==> config.mk <==
export PLATFORM = sky130hd
export DESIGN_NAME = rdimm_init_seq
export DESIGN_NICKNAME = d
export VERILOG_FILES = /design/src/rtl/rdimm_init_pkg.sv /design/src/rtl/rdimm_speed_calc.sv /design/src/rtl/rdimm_step_table.sv /design/src/rtl/rdimm_wait_timer.sv /design/src/rtl/rdimm_init_seq.sv
export SDC_FILE = /design/constraint.sdc
export NUM_CORES = 1
export LEC_CHECK = 0
export BUFFER_PORTS_ARGS = -buffer_cell sky130_fd_sc_hd__buf_2
export CAP_MARGIN = 20
export CORE_UTILIZATION = 56
export CTS_CLUSTER_SIZE = 40
export DETAILED_ROUTE_END_ITERATION = 8
export PLACE_DENSITY = 0.76
export RECOVER_POWER = 25
export SLEW_MARGIN = 20
export SYNTH_ARGS = -nofsm -noshare
export SYNTH_HDL_FRONTEND = slang
export SYNTH_SLANG_ARGS = --single-unit
==> constraint.sdc <==
create_clock -name clk -period 8.2 [get_ports clk]
set_clock_uncertainty 0.15 [all_clocks]
set_input_delay 0.41 -clock clk [delete_from_list [all_inputs] [get_ports clk]]
set_output_delay 0.41 -clock clk [all_outputs]
set_load 0.02 [all_outputs]
==> src/rtl/rdimm_init_pkg.sv <==
// Shared definitions for the registered-module power-up sequencer.
// Assumes the fixed 16-entry step list: two power steps, seven driver
// control-word steps, seven DRAM mode-register loads.
package rdimm_init_pkg;

    typedef enum logic [1:0] {
        CMD_NONE    = 2'd0,
        CMD_RST_OFF = 2'd1,
        CMD_CKE_ON  = 2'd2,
        CMD_MRS     = 2'd3
    } cmd_e;

    typedef enum logic [1:0] {
        ST_IDLE,
        ST_ISSUE,
        ST_WAIT,
        ST_FIN
    } seq_state_e;

    localparam int STEP_W       = 4;
    localparam int IDX_CKE      = 1;
    localparam int IDX_MR_FIRST = 9;
    localparam int IDX_LAST     = 15;
    localparam int NUM_MR       = 7;
    localparam int NUM_RATES    = 7;
    localparam int DRV_BANK     = 7;
    localparam int TOP_RATE     = 3200;

    // Speed step list in MT/s, scanned from lowest to highest.
    function automatic int rate_step(input int i);
        case (i)
            0:       return 1600;
            1:       return 1866;
            2:       return 2133;
            3:       return 2400;
            4:       return 2666;
            5:       return 2933;
            default: return 3200;
        endcase
    endfunction

endpackage

==> src/rtl/rdimm_speed_calc.sv <==
// Derives the coarse and fine speed codes from the data rate.
// Combinational; assumes RATE_W >= 12 so that every list step fits.
module rdimm_speed_calc
    import rdimm_init_pkg::*;
#(
    parameter int RATE_W = 12
) (
    input  logic [RATE_W-1:0] data_rate,
    input  logic              pll_bypass,
    output logic [2:0]        coarse,
    output logic [6:0]        fine,
    output logic              rate_ok
);

    localparam logic [RATE_W-1:0] FINE_BASE = RATE_W'(1240);
    localparam logic [RATE_W-1:0] FINE_STEP = RATE_W'(20);
    localparam logic [RATE_W-1:0] FINE_MAX  = RATE_W'(97);

    logic [RATE_W-1:0] step_rate [NUM_RATES];
    logic [RATE_W-1:0] quot;
    logic              found;

    for (genvar g = 0; g < NUM_RATES; g++) begin : g_steps
        assign step_rate[g] = RATE_W'(rate_step(g));
    end

    // Coarse code: first list step not below the rate, bypass overrides.
    always_comb begin
        coarse = 3'd7;
        found  = 1'b0;
        for (int i = 0; i < NUM_RATES; i++) begin
            if (!found && data_rate <= step_rate[i]) begin
                coarse = 3'(i);
                found  = 1'b1;
            end
        end
        if (pll_bypass) begin
            coarse = 3'd7;
        end
        rate_ok = found || pll_bypass;
    end

    // Fine code: 20 MT/s granules above 1240, clamped to 0..97.
    always_comb begin
        if (data_rate < FINE_BASE) begin
            quot = '0;
        end else begin
            quot = (data_rate - FINE_BASE) / FINE_STEP;
        end
        fine = (quot > FINE_MAX) ? 7'd97 : quot[6:0];
    end

endmodule

==> src/rtl/rdimm_step_table.sv <==
// Maps a step index and the captured configuration to one command:
// code, address word, bank address and the wait that follows it.
// Assumes ADDR_W >= 12 so driver words are not truncated.
module rdimm_step_table
    import rdimm_init_pkg::*;
#(
    parameter int ADDR_W       = 14,
    parameter int CNT_W        = 16,
    parameter int RST_WAIT     = 50000,
    parameter int CKE_WAIT     = 10000,
    parameter int RCD_RST_WAIT = 50000,
    parameter int RCD_WR_WAIT  = 100,
    parameter int MR_WAIT      = 0
) (
    input  logic [STEP_W-1:0]        step_idx,
    input  logic [3:0]               ca_cs,
    input  logic [3:0]               odt_cke,
    input  logic [3:0]               clk_drv,
    input  logic [2:0]               coarse,
    input  logic [6:0]               fine,
    input  logic [NUM_MR*ADDR_W-1:0] mr_words,
    output cmd_e                     code,
    output logic [ADDR_W-1:0]        addr,
    output logic [2:0]               ba,
    output logic [CNT_W-1:0]         wait_cyc
);

    logic [ADDR_W-1:0] mr_arr [NUM_MR];
    logic [2:0]        mr_sel;
    logic [11:0]       word;
    logic              use_word;

    for (genvar g = 0; g < NUM_MR; g++) begin : g_mr
        assign mr_arr[g] = mr_words[g*ADDR_W +: ADDR_W];
    end

    // Mode-register number for each load step, in issue order.
    always_comb begin
        case (step_idx)
            4'd9:    mr_sel = 3'd3;
            4'd10:   mr_sel = 3'd6;
            4'd11:   mr_sel = 3'd5;
            4'd12:   mr_sel = 3'd4;
            4'd13:   mr_sel = 3'd2;
            4'd14:   mr_sel = 3'd1;
            default: mr_sel = 3'd0;
        endcase
    end

    // Command contents for the selected step.
    always_comb begin
        code     = CMD_MRS;
        ba       = 3'(DRV_BANK);
        word     = 12'h000;
        use_word = 1'b1;
        wait_cyc = CNT_W'(RCD_WR_WAIT);
        case (step_idx)
            4'd0: begin
                code     = CMD_RST_OFF;
                ba       = 3'd0;
                wait_cyc = CNT_W'(RST_WAIT);
            end
            4'd1: begin
                code     = CMD_CKE_ON;
                ba       = 3'd0;
                wait_cyc = CNT_W'(CKE_WAIT);
            end
            4'd2: begin
                word     = 12'h060;
                wait_cyc = CNT_W'(RCD_RST_WAIT);
            end
            4'd3: word = 12'h0F4;
            4'd4: word = {8'h03, ca_cs};
            4'd5: word = {8'h04, odt_cke};
            4'd6: word = {8'h05, clk_drv};
            4'd7: word = {8'h0A, 1'b0, coarse};
            4'd8: word = {4'h3, 1'b0, fine};
            default: begin
                use_word = 1'b0;
                ba       = mr_sel;
                wait_cyc = CNT_W'(MR_WAIT);
            end
        endcase
        addr = use_word ? ADDR_W'(word) : mr_arr[mr_sel];
    end

endmodule

==> src/rtl/rdimm_wait_timer.sv <==
// Down-counter for the hold-off after each command. A load sets the
// count; 'last' marks the final cycle of the hold-off.
module rdimm_wait_timer #(
    parameter int CNT_W = 16
) (
    input  logic             clk,
    input  logic             rst_n,
    input  logic             load,
    input  logic [CNT_W-1:0] load_val,
    output logic             last
);

    logic [CNT_W-1:0] cnt;

    // Count down to zero after each load.
    always_ff @(posedge clk) begin
        if (!rst_n) begin
            cnt <= '0;
        end else if (load) begin
            cnt <= load_val;
        end else if (cnt != '0) begin
            cnt <= cnt - 1'b1;
        end
    end

    assign last = (cnt == CNT_W'(1));

    AST_TIMER_NO_WRAP: assert property (@(posedge clk) disable iff (!rst_n)
        (cnt == '0 && !load) |=> (cnt == '0));

endmodule

==> src/rtl/rdimm_init_seq.sv <==
// Power-up sequencer for a DDR4 registered module. Accepts a start
// pulse in idle, captures the configuration, walks the step list and
// emits one registered strobe per command with the programmed hold-off.
// Assumes a single-phase command port that consumes every strobe.
module rdimm_init_seq
    import rdimm_init_pkg::*;
#(
    parameter int ADDR_W       = 14,
    parameter int RATE_W       = 12,
    parameter int RST_WAIT     = 50000,
    parameter int CKE_WAIT     = 10000,
    parameter int RCD_RST_WAIT = 50000,
    parameter int RCD_WR_WAIT  = 100,
    parameter int MR_WAIT      = 0
) (
    input  logic                     clk,
    input  logic                     rst_n,
    input  logic                     start,
    input  logic                     rdimm_en,
    input  logic                     pll_bypass,
    input  logic [RATE_W-1:0]        data_rate,
    input  logic [3:0]               drv_ca_cs,
    input  logic [3:0]               drv_odt_cke,
    input  logic [3:0]               drv_clk,
    input  logic [NUM_MR*ADDR_W-1:0] mr_words,
    output logic                     busy,
    output logic                     done,
    output logic                     cfg_err,
    output logic                     cmd_valid,
    output logic [1:0]               cmd_code,
    output logic [ADDR_W-1:0]        cmd_addr,
    output logic [2:0]               cmd_ba
);

    localparam int MAX_A    = (RST_WAIT > CKE_WAIT) ? RST_WAIT : CKE_WAIT;
    localparam int MAX_B    = (RCD_RST_WAIT > RCD_WR_WAIT) ? RCD_RST_WAIT : RCD_WR_WAIT;
    localparam int MAX_C    = (MAX_A > MAX_B) ? MAX_A : MAX_B;
    localparam int MAX_WAIT = (MAX_C > MR_WAIT) ? MAX_C : MR_WAIT;
    localparam int CNT_W    = (MAX_WAIT < 1) ? 1 : $clog2(MAX_WAIT + 1);

    seq_state_e               state;
    logic [STEP_W-1:0]        idx;
    logic [STEP_W-1:0]        idx_next;
    logic                     rdimm_q;
    logic [3:0]               ca_q, odt_q, clk_q;
    logic [2:0]               coarse_q;
    logic [6:0]               fine_q;
    logic [NUM_MR*ADDR_W-1:0] mr_q;
    logic [2:0]               coarse_w;
    logic [6:0]               fine_w;
    logic                     rate_ok;
    logic                     cfg_ok;
    cmd_e                     tbl_code;
    logic [ADDR_W-1:0]        tbl_addr;
    logic [2:0]               tbl_ba;
    logic [CNT_W-1:0]         tbl_wait;
    logic                     tmr_load;
    logic                     tmr_last;
    logic                     step_end;
    cmd_e                     code_q;

    rdimm_speed_calc #(.RATE_W(RATE_W)) u_speed (
        .data_rate  (data_rate),
        .pll_bypass (pll_bypass),
        .coarse     (coarse_w),
        .fine       (fine_w),
        .rate_ok    (rate_ok)
    );

    rdimm_step_table #(
        .ADDR_W       (ADDR_W),
        .CNT_W        (CNT_W),
        .RST_WAIT     (RST_WAIT),
        .CKE_WAIT     (CKE_WAIT),
        .RCD_RST_WAIT (RCD_RST_WAIT),
        .RCD_WR_WAIT  (RCD_WR_WAIT),
        .MR_WAIT      (MR_WAIT)
    ) u_table (
        .step_idx (idx),
        .ca_cs    (ca_q),
        .odt_cke  (odt_q),
        .clk_drv  (clk_q),
        .coarse   (coarse_q),
        .fine     (fine_q),
        .mr_words (mr_q),
        .code     (tbl_code),
        .addr     (tbl_addr),
        .ba       (tbl_ba),
        .wait_cyc (tbl_wait)
    );

    rdimm_wait_timer #(.CNT_W(CNT_W)) u_timer (
        .clk      (clk),
        .rst_n    (rst_n),
        .load     (tmr_load),
        .load_val (tbl_wait),
        .last     (tmr_last)
    );

    // A start is refused only when the driver steps need a speed code.
    assign cfg_ok   = !rdimm_en || rate_ok;
    // Skip the driver block when registered mode was not captured.
    assign idx_next = (idx == STEP_W'(IDX_CKE) && !rdimm_q) ? STEP_W'(IDX_MR_FIRST)
                                                             : idx + 1'b1;
    assign tmr_load = (state == ST_ISSUE) && (tbl_wait != '0);
    assign step_end = ((state == ST_ISSUE) && (tbl_wait == '0)) ||
                      ((state == ST_WAIT) && tmr_last);

    // Sequencer state, configuration capture and registered command port.
    always_ff @(posedge clk) begin
        if (!rst_n) begin
            state    <= ST_IDLE;
            idx      <= '0;
            rdimm_q  <= 1'b0;
            ca_q     <= '0;
            odt_q    <= '0;
            clk_q    <= '0;
            coarse_q <= '0;
            fine_q   <= '0;
            mr_q     <= '0;
            cfg_err  <= 1'b0;
            done     <= 1'b0;
            cmd_valid <= 1'b0;
            code_q   <= CMD_NONE;
            cmd_addr <= '0;
            cmd_ba   <= '0;
        end else begin
            done      <= 1'b0;
            cmd_valid <= 1'b0;
            code_q    <= CMD_NONE;
            cmd_addr  <= '0;
            cmd_ba    <= '0;
            unique case (state)
                ST_IDLE: begin
                    if (start) begin
                        if (cfg_ok) begin
                            rdimm_q  <= rdimm_en;
                            ca_q     <= drv_ca_cs;
                            odt_q    <= drv_odt_cke;
                            clk_q    <= drv_clk;
                            coarse_q <= coarse_w;
                            fine_q   <= fine_w;
                            mr_q     <= mr_words;
                            cfg_err  <= 1'b0;
                            idx      <= '0;
                            state    <= ST_ISSUE;
                        end else begin
                            cfg_err  <= 1'b1;
                        end
                    end
                end
                ST_ISSUE, ST_WAIT: begin
                    if (state == ST_ISSUE) begin
                        cmd_valid <= 1'b1;
                        code_q    <= tbl_code;
                        cmd_addr  <= tbl_addr;
                        cmd_ba    <= tbl_ba;
                        if (tbl_wait != '0) begin
                            state <= ST_WAIT;
                        end
                    end
                    if (step_end) begin
                        if (idx == STEP_W'(IDX_LAST)) begin
                            state <= ST_FIN;
                        end else begin
                            idx   <= idx_next;
                            state <= ST_ISSUE;
                        end
                    end
                end
                ST_FIN: begin
                    done  <= 1'b1;
                    state <= ST_IDLE;
                end
                default: state <= ST_IDLE;
            endcase
        end
    end

    assign busy     = (state != ST_IDLE);
    assign cmd_code = code_q;

    AST_BUSY_NEEDS_START: assert property (@(posedge clk) disable iff (!rst_n)
        $rose(busy) |-> $past(start));
    AST_ERR_BLOCKS_START: assert property (@(posedge clk) disable iff (!rst_n)
        (!busy && start && rdimm_en && !pll_bypass && data_rate > RATE_W'(TOP_RATE))
        |=> (!busy && cfg_err));
    AST_DONE_CLOSES_BUSY: assert property (@(posedge clk) disable iff (!rst_n)
        done |-> ($past(busy) && !busy));
    AST_NO_DRV_BANK_PLAIN: assert property (@(posedge clk) disable iff (!rst_n)
        (cmd_valid && !rdimm_q) |-> (cmd_ba != 3'(DRV_BANK)));
    AST_QUIET_WHEN_IDLE: assert property (@(posedge clk) disable iff (!rst_n)
        !busy |-> (!cmd_valid && cmd_code == 2'd0));
    AST_FINE_LIMIT: assert property (@(posedge clk) disable iff (!rst_n)
        busy |-> (fine_q <= 7'd97));

endmodule

==> qor.csv, run 1 <==
metric,value,unit
arrival,5.04,ns
worstMarginPinSlew,2.06,ns
relSlewSlack,-0.382,
violations,"max-capacitance violations, max-slew violations",
dp_hpwl,17000,µm
status,finished with violations,
slowest_delay,0.54,ns
start_util,0.580,
netlist_instances,1243,
cts-resized-gates,0,
mostFrequentLayoutCell,nand2_1,
grt_pass1_vias,7745,
insertion_delay,0.43,ns
p_leak,3.98,nW
grt_pass1_wl,38900,µm
grt-ovfl-total,0,
reg2reg_depth,11,
totalWireLength,24800,µm
drive_gt1_frac,0.150,
fp.dieW,128,µm
synth_ff_type,dfxtp_1,
dr.first_iter.drc_count,985,
areaGrowthSynthToFinish,14.7,%
detail_route.vias_per_cell,5.79,
fill_cells,1429,
ant_nets,0,
rsz0062_at_grt,false,
cp-end-kind,register,
cp_slowest_cell,o32ai_4,
rr_startpoint,idx[0],
root_buffer,clkbuf_16,
dr.pass1.iters,6,
synth_seq_cells,165,
hold_violations,0,
irDropWorstVdd,189,µV
synth_edf_count,0,
maxCapViolations,1,
worstSetupEndpoint,fine_q[5],
setup_viol,0,
critPathLaunchType,input port,
crit_path_max_fanout,19,
r2r_slack,4.64,ns
final_cell_mix,"nand2_1 (355), a21oi_1 (195), dfxtp_1 (165), buf_2 (125), nor2_1 (78)",
crit_chain,"buf_2, inv_1, ha_1, nor4_4, a221oi_2, o32ai_4, nand3_1, and2_1, a311o_1, a211oi_2, xor2_1, a311oi_1, nor4b_4, a31oi_1, o31ai_1, a21oi_1",
num_rows,45,
cts_tree,yes,
synth_area_per_cell,7.17,µm²
clk_pin_slew,0.07,ns
period_share,0.605,
required,8.28,ns
postCtsHoldBufs,0,
vias,9008,
core_area,15400,µm²
numCtsBuffers,17,
antenna_found_initial,0,
drc,0,
slew_viol_final,62,
finalWeightedCongestion,0.854,
crit_start,data_rate[3],
setup-tns-final,0,ns
boundaryPins,150,
wl_per_cell,15.9,µm
worst-setup-path-type,in2reg,
grtUsageTotal,0.302,
synth_cell_types,89,
whs,0.0609,ns
die_h,128,µm
fmax,202,MHz
hp-class,in2reg,
cts_buffer_depth,2,
die_area,16400,µm²
synth_fp_nets,1385,
yosysSeqAreaShare,0.371,
p_per_area,271,nW/µm²
r2r-end,idx[2],
min_period,4.96,ns
h-tree-depth,4,
synth_area,8910,µm²
cts_sinks,165,
antenna_cells,0,
io_buffers,149,
yosysWarnings,0,
grt_max_degree,115,
layout.nets,1475,
cts_setup_buffers,0,
synthArstFlopShare,0,
==> final cells by class <==
class | count | area, µm² | area share
Multi-Input combinational cell | 969 | 5180 | 0.507
Tap cell | 211 | 264 | 0.0258
Inverter | 20 | 76.3 | 0.00747
Sequential cell | 165 | 3300 | 0.323
Timing Repair Buffer | 160 | 818 | 0.0801
Clock buffer | 19 | 433 | 0.0424
Clock inverter | 13 | 145 | 0.0142
==> cells in the mapped netlist (all sizes together), types with 5 or more instances <==
| cell | count | area share |
|---|---|---|
| xor2 | 12 | 0.013 |
| nor3 | 23 | 0.013 |
| buf | 18 | 0.015 |
| o311ai | 5 | 0.0049 |
| o211ai | 8 | 0.0073 |
| dfxtp | 165 | 0.37 |
| xnor2 | 15 | 0.018 |
| inv | 20 | 0.0084 |
| ha | 15 | 0.021 |
| o22ai | 5 | 0.0042 |
| nand2b | 10 | 0.0070 |
| and2 | 8 | 0.0058 |
| nand3 | 59 | 0.034 |
| o21ai | 42 | 0.024 |
| nand2 | 355 | 0.15 |
| a221oi | 8 | 0.0086 |
| and3 | 5 | 0.0035 |
| a22oi | 7 | 0.0059 |
| nor2b | 5 | 0.0035 |
| a211oi | 10 | 0.0090 |
| a31oi | 16 | 0.011 |
| nor4 | 5 | 0.0052 |
| nand4 | 9 | 0.0070 |
| nor2 | 80 | 0.034 |
| a21oi | 196 | 0.11 |
| a21o | 6 | 0.0067 |
| clkbuf | 71 | 0.030 |
| or3 | 6 | 0.0048 |
==> cells by family after synthesis <==
logic type      count (synthesis)  share of synthesized area
xor+xnor                       27                     0.0303
fa+ha+maj                      16                     0.0223
buf+inv                       109                     0.0532
flops                         165                      0.371
mux                             3                    0.00351
compound gates                342                      0.237
simple gates                  581                      0.283
==> per-stage QoR <==
| step | instances | worst slack [ns] | cell area (µm²) | utilization | total power (W) |
|---|---|---|---|---|---|
| floorplan | 1243 | 3.98 | 8910 | - | 0.00175 |
| global placement | 1524 | 2.98 | 9640 | 0.627 | 0.00196 |
| detailed placement | 1524 | 2.90 | 9640 | 0.627 | 0.00198 |
| CTS | 1556 | 3.33 | 10200 | 0.665 | 0.00276 |
| global route | 1557 | 2.90 | 10200 | 0.665 | 0.00294 |
| finish | 1557 | 3.24 | 10200 | 0.665 | 0.00277 |
==> routing by layer <==
layer	track usage	vias up	wire length, µm
li1	-	4469	-
met1	0.436	4135	11600
met2	0.457	370	11000
met3	0.0522	34	1760
met4	0.0941	0	446
met5	0	-	0
==> sequential cells by signal, indices dropped and copies added (netlist names) <==
register	cells
ca_q	4
cfg_err	1
clk_q	4
cmd_addr	14
cmd_ba	3
cmd_code	2
cmd_valid	1
coarse_q	3
done	1
fine_q	7
idx	4
mr_q	98
odt_q	4
rdimm_q	1
state	2
u_timer.cnt	16
==> critical path: cells and delay by family <==
family          cells  cell delay (ns)
fa+ha+maj           1             0.52
xor+xnor            1             0.12
simple gates        4             1.20
compound gates      8             2.27
buf+inv             2             0.51
==> power by group <==
part           total (W)  internal (W)  leakage (nW)  switching [W]
sequential       0.00103      0.000941          1.35      0.0000907
combinational   0.000951      0.000340          2.34       0.000611
clock           0.000788      0.000453         0.287       0.000336
==> worst min path at each step <==
stage / slack, ns / cells after the start / endpoint / start
4_1_cts: 0.05 / 3 / mr_q[60] / mr_words[60]
3_3_place_gp: 0.29 / 2 / rdimm_q / rdimm_q
5_1_grt: 0.06 / 3 / mr_q[60] / mr_words[60]
2_1_floorplan: 0.28 / 2 / fine_q[5] / fine_q[5]
6_report: 0.06 / 3 / mr_q[60] / mr_words[60]
3_5_place_dp: 0.29 / 2 / rdimm_q / rdimm_q
(Power assumes the default switching activity.)
==> run 2: changes to the inputs <==
- clock period: 8.2 -> 4.9 ns (I/O delays scaled with it)
==> run 2 against run 1 <==
  * Power rose by 71%
  * The run still ends with max-capacitance violations, max-slew violations left
  * Critical path type unchanged
  * Critical path depth rose by 1
  * Clock-buffer cell count decreased by 1
  * Highest routed layer unchanged
  * Largest power group unchanged
==> qor.csv, run 2 (synthesis results as in run 1) <==
metric,value,unit,change
boundaryPins,150,,unchanged
hold_start,pll_bypass,,
drc,0,,unchanged
vias,9770,,+8.5%
status,finished with violations,,
cts_buffer_depth,2,,unchanged
required,5.05,ns,-3.23 ns
min_period,4.27,ns,
worst-setup-path-type,in2reg,,
holdPathStages,3,,unchanged
placed_cells,1535,,+0.72%
switching_share,0.382,,+0.00800
numCtsBuffers,17,,unchanged
grtUsageTotal,0.346,,+0.0436
period_share,0.871,,
top_register,mr_q,,
mostFrequentLayoutCell,nand2_1,,
cts_setup_buffers,0,,unchanged
hold_violations,0,,unchanged
layout.nets,1597,,+8.3%
p_seq_frac,0.366,,-0.006
antenna_found_initial,1,,+1
stdcell_area,11400,µm²,+11%
slew_viol_final,52,,-16%
power_frac_clock,0.277,,-0.008
root_buffer,clkbuf_16,,
final_cell_mix,"nand2_1 (355), a21oi_1 (195), dfxtp_1 (165), buf_2 (124), dlygate4sd3_1 (112)",,
ant_nets,0,,unchanged
violations,"max-capacitance violations, max-slew violations",,
arrival,4.42,ns,-0.62 ns
placed_cell_area,9740,µm²,+0.99%
r2r-end,mr_q[13],,
critPathLaunchType,input port,,
drive_gt1_frac,0.143,,-0.00702
largest_reg_flops,98,,unchanged
p_int,0.00292,W,+68%
totalWireLength,28300,µm,+14%
die_h,128,µm,unchanged
grt_pass1_vias,9031,,+17%
finalWeightedCongestion,0.882,,+3.4%
setup_viol,0,,unchanged
die_area,16400,µm²,unchanged
detail_route.vias_per_cell,5.81,,+0.46%
dr.pass1.iters,6,,unchanged
maxCapViolations,1,,unchanged
insertion_delay,0.43,ns,about the same
finalNonFillerCells,1681,,+8.0%
rsz0062_at_grt,false,,
dr.first_iter.drc_count,981,,-0.41%
hold_end,coarse_q[0],,
areaGrowthSynthToFinish,27.7,%,
wl_per_cell,16.8,µm,+5.5%
p_per_area,416,nW/µm²,+53%
clk_pin_slew,0.06,ns,about the same
core_area,15400,µm²,unchanged
reg2reg_depth,7,,-4
io_buffers,149,,unchanged
p_leak,4.46,nW,+12%
r2r_slack,1.27,ns,-3.37 ns
worstMarginPinSlew,1.82,ns,-0.241 ns
dp_hpwl,17200,µm,+1.1%
grt_max_degree,94,,-18%
num_rows,45,,unchanged
hp-class,in2reg,,
cts_sinks,165,,unchanged
fmax,234,MHz,
h-tree-depth,4,,unchanged
cts_tree,yes,,
relSlewSlack,-0.221,,+0.161
crit_path_max_fanout,14,,-5
cp-end-kind,register,,
rr_startpoint,state[0],,
reg_top3,"mr_q (98), u_timer.cnt (16), cmd_addr (14)",,
start_util,0.580,,unchanged
setup-tns-final,0,ns,unchanged
grt-ovfl-total,0,,unchanged
p_switching,0.00181,W,+74%
fp.dieW,128,µm,unchanged
irDropWorstVdd,266,µV,+41%
grt_pass1_wl,44700,µm,+15%
p_comb_frac,0.357,,+0.014
## run 2: power groups by stage
stage               sequential, W  combinational (W)  clock, W
floorplan                 0.00172            0.00121         0
global placement          0.00174            0.00157         0
detailed placement        0.00175            0.00159         0
CTS                       0.00172            0.00167   0.00130
global route              0.00176            0.00188   0.00136
finish                    0.00173            0.00169   0.00131
## run 2: worst max path at each step
stage | startpoint | endpoint | slack (ns) | cells past startpoint
6_report | data_rate[3] | fine_q[0] | 0.63 | 17
5_1_grt | data_rate[1] | mr_q[38] | 0.23 | 10
4_1_cts | data_rate[3] | fine_q[0] | 0.71 | 17
3_5_place_dp | data_rate[3] | fine_q[0] | 0.29 | 17
3_3_place_gp | data_rate[3] | fine_q[0] | 0.32 | 16
2_1_floorplan | data_rate[3] | fine_q[0] | 0.84 | 16
## run 2: layer usage
metal | wire [µm] | vias up | part of all wire | track usage
li1 | - | 4716 | - | -
met1 | 12100 | 4495 | 0.43 | 0.454
met2 | 13200 | 468 | 0.47 | 0.558
met3 | 1990 | 91 | 0.070 | 0.0588
met4 | 1000 | 0 | 0.035 | 0.152
met5 | 0 | - | 0 | 0
## run 2: stage by stage
step                      setup slack (ns)  hold WS, ns  power, W  utilization
after floorplan                      0.844        0.231   0.00293            -
after global placement               0.322        0.288   0.00331        0.634
after detailed placement             0.288        0.297   0.00334        0.634
after CTS                            0.708       0.0360   0.00469        0.744
after global routing                 0.228       0.0843   0.00500        0.740
final                                0.632       0.0526   0.00473        0.740
## run 2: worst max-delay path, cell delays in order
cell and delay (ns):
buf_2 0.23, ha_1 0.40, o211a_4 0.23, o221ai_1 0.13
and3_1 0.26, o32ai_4 0.51, buf_4 0.22, a22oi_1 0.06
o311ai_1 0.25, a211oi_1 0.10, nor2_1 0.31, a31oi_1 0.17
a311oi_1 0.34, nor4b_4 0.35, mux2_1 0.36, mux2i_1 0.17
o22ai_2 0.08
## run 2: final cells by class
type | instances | area, µm²
Multi-Input combinational cell | 969 | 5170
Fill cell | 1239 | 3990
Sequential cell | 165 | 3300
Timing Repair Buffer | 282 | 1990
Clock buffer | 18 | 429
Tap cell | 211 | 264
Clock inverter | 14 | 140
Inverter | 20 | 76.3
Antenna cell | 2 | 5.00
## run 2: timing repair
item,4_1_cts,5_1_grt
hold buffers,112,0
hold endpoints to repair,112,0
gates resized for setup,0,0
==> run 3: changes to the inputs <==
==> constraint.sdc (replaced) <==
create_clock -name clk -period 4.9 [get_ports clk]
set_clock_uncertainty 0.15 [all_clocks]
set_input_delay 0.49 -clock clk [delete_from_list [all_inputs] [get_ports clk]]
set_output_delay 0.49 -clock clk [all_outputs]
set_load 0.02 [all_outputs]
==> run 3 against run 2 <==
  * The run still ends with max-capacitance violations, max-slew violations left
  * Clock power is 4% lower
  * Sequential share of layout area up 3.0 points
  * Non-clock buffer count decreased by 103
  * Via count decreased by 6.7%
  * Critical path type unchanged
  * Highest routed layer unchanged
==> qor.csv, run 3 (synthesis results as in run 1) <==
metric,value,unit,change
status,finished with violations,,
violations,"max-capacitance violations, max-slew violations",,
required,5.06,ns,about the same
dp_hpwl,17600,µm,+2.2%
wl_per_cell,15.9,µm,-5.2%
drc,0,,unchanged
p_comb_frac,0.354,,-0.003
crit_start,data_rate[4],,
start_util,0.580,,unchanged
vias,9111,,-6.7%
totalWireLength,25100,µm,-11%
relSlewSlack,-0.163,,+0.0574
worst-setup-path-type,in2reg,,
slew_viol_final,129,,+150%
min_period,4.44,ns,+0.168 ns
final_cell_mix,"nand2_1 (355), a21oi_1 (195), dfxtp_1 (165), buf_2 (125), nor2_1 (78)",,
die_area,16400,µm²,unchanged
critPathLaunchType,input port,,
switching_share,0.385,,+0.00302
ant_nets,0,,unchanged
p_per_area,448,nW/µm²,+7.8%
postCtsHoldBufs,0,,-100%
clk_pin_slew,0.07,ns,about the same
r2r_slack,1.17,ns,-0.10 ns
reg_top3,"mr_q (98), u_timer.cnt (16), cmd_addr (14)",,
die_h,128,µm,unchanged
cp-end-kind,register,,
crit_path_max_fanout,12,,-2
irDropWorstVdd,309,µV,+16%
insertion_delay,0.43,ns,about the same
grt-ovfl-total,0,,unchanged
worstMarginPinSlew,1.74,ns,-0.0857 ns
placed_cell_area,9810,µm²,+0.69%
layout.nets,1494,,-6.4%
hold_violations,0,,unchanged
p_switching,0.00178,W,-1.5%
cts-resized-gates,0,,unchanged
hp-class,in2reg,,
dr.first_iter.drc_count,1006,,+2.5%
io_buffers,149,,unchanged
core_area,15400,µm²,unchanged
fmax,225,MHz,-3.8%
rr_startpoint,idx[0],,
p_int,0.00284,W,-2.8%
fill_cells,1446,,+17%
reg2reg_depth,11,,+4
boundaryPins,150,,unchanged
mostFrequentLayoutCell,nand2_1,,
fp.dieW,128,µm,unchanged
drive_gt1_frac,0.163,,+0.0196
cts_sinks,165,,unchanged
setup-tns-final,0,ns,unchanged
stdcell_area,10300,µm²,-9.4%
rsz0062_at_grt,false,,
maxCapViolations,2,,+1
top_register,mr_q,,
num_rows,45,,unchanged
p_leak,4.04,nW,-9.4%
h-tree-depth,4,,unchanged
antenna_cells,0,,-2
grt_pass1_wl,40000,µm,-11%
areaGrowthSynthToFinish,15.7,%,
detail_route.vias_per_cell,5.78,,-0.53%
largest_reg_flops,98,,unchanged
numCtsBuffers,17,,unchanged
r2r-end,idx[2],,
setup_viol,0,,unchanged
antenna_found_initial,0,,-1
cts_setup_buffers,0,,unchanged
period_share,0.905,,+0.0343
grt_max_degree,81,,-14%
finalWeightedCongestion,0.903,,+2.4%
dr.pass1.iters,5,,-1
grt_pass1_vias,8010,,-11%
p_seq_frac,0.374,,+0.008
cts_buffer_depth,2,,unchanged
cts_tree,yes,,
worstSetupEndpoint,fine_q[0],,
arrival,4.59,ns,+0.17 ns
power_frac_clock,0.272,,-0.005
root_buffer,clkbuf_16,,
grtUsageTotal,0.308,,-0.0378
[run 3: cell types whose count changed in the layout (fill, tap and decap cells not counted), sizes merged]
cell,delta
clkinvlp,-2
buf,+10
diode,-2
bufinv,-1
dlygate4sd3,-112
clkinv,+4
clkbuf,-1
inv,-1
[run 3: layout make-up]
class,instances,area (µm²),area share
Timing Repair Buffer,179,938,0.0910
Clock inverter,14,118,0.0114
Multi-Input combinational cell,969,5170,0.502
Clock buffer,18,439,0.0426
Sequential cell,165,3300,0.320
Tap cell,211,264,0.0256
Inverter,20,76.3,0.00740
[run 3: power groups by stage]
stage	clock, W	sequential [W]	combinational (W)
3_5_place_dp	0	0.00175	0.00161
5_1_grt	0.00133	0.00176	0.00182
2_1_floorplan	0	0.00172	0.00121
3_3_place_gp	0	0.00174	0.00158
4_1_cts	0.00127	0.00172	0.00163
6_report	0.00126	0.00173	0.00163
[run 3: routing by layer]
layer | vias to the layer above | track usage | wire length (µm) | share of wire
met3 | 43 | 0.0455 | 1580 | 0.063
met5 | - | 0 | 0 | 0
met2 | 351 | 0.471 | 11200 | 0.45
li1 | 4514 | - | - | -
met1 | 4203 | 0.445 | 11800 | 0.47
met4 | 0 | 0.0969 | 495 | 0.020
[run 3: per-stage QoR]
| step | cells | util | setup slack (ns) | hold slack (ns) | total power [W] |
|---|---|---|---|---|---|
| floorplan | 1243 | - | 0.599 | 0.277 | 0.00293 |
| global placement | 1544 | 0.638 | 0.170 | 0.290 | 0.00332 |
| detailed placement | 1544 | 0.638 | 0.104 | 0.294 | 0.00336 |
| CTS | 1576 | 0.674 | 0.515 | 0.132 | 0.00462 |
| global route | 1576 | 0.671 | 0.168 | 0.146 | 0.00491 |
| finish | 1576 | 0.671 | 0.464 | 0.137 | 0.00462 |
[run 3: critical path, cell delays in order]
cell and delay (ns):
buf_2 0.20, ha_1 0.42, o211a_4 0.23, o221ai_1 0.13
a31oi_1 0.33, o32ai_4 0.18, buf_4 0.17, a21oi_1 0.25
a31oi_1 0.14, a32oi_1 0.30, nor2_1 0.18, maj3_2 0.35
a2111oi_4 0.55, xnor2_1 0.20, mux2i_1 0.22, o211a_1 0.18
o22ai_2 0.07
[run 3: worst min path at each step]
stage	startpoint	to	depth (start not counted)
6_report	mr_words[13]	mr_q[13]	3
5_1_grt	mr_words[56]	mr_q[56]	3
4_1_cts	mr_words[60]	mr_q[60]	3
3_5_place_dp	rdimm_q	rdimm_q	2
3_3_place_gp	rdimm_q	rdimm_q	2
2_1_floorplan	fine_q[5]	fine_q[5]	2
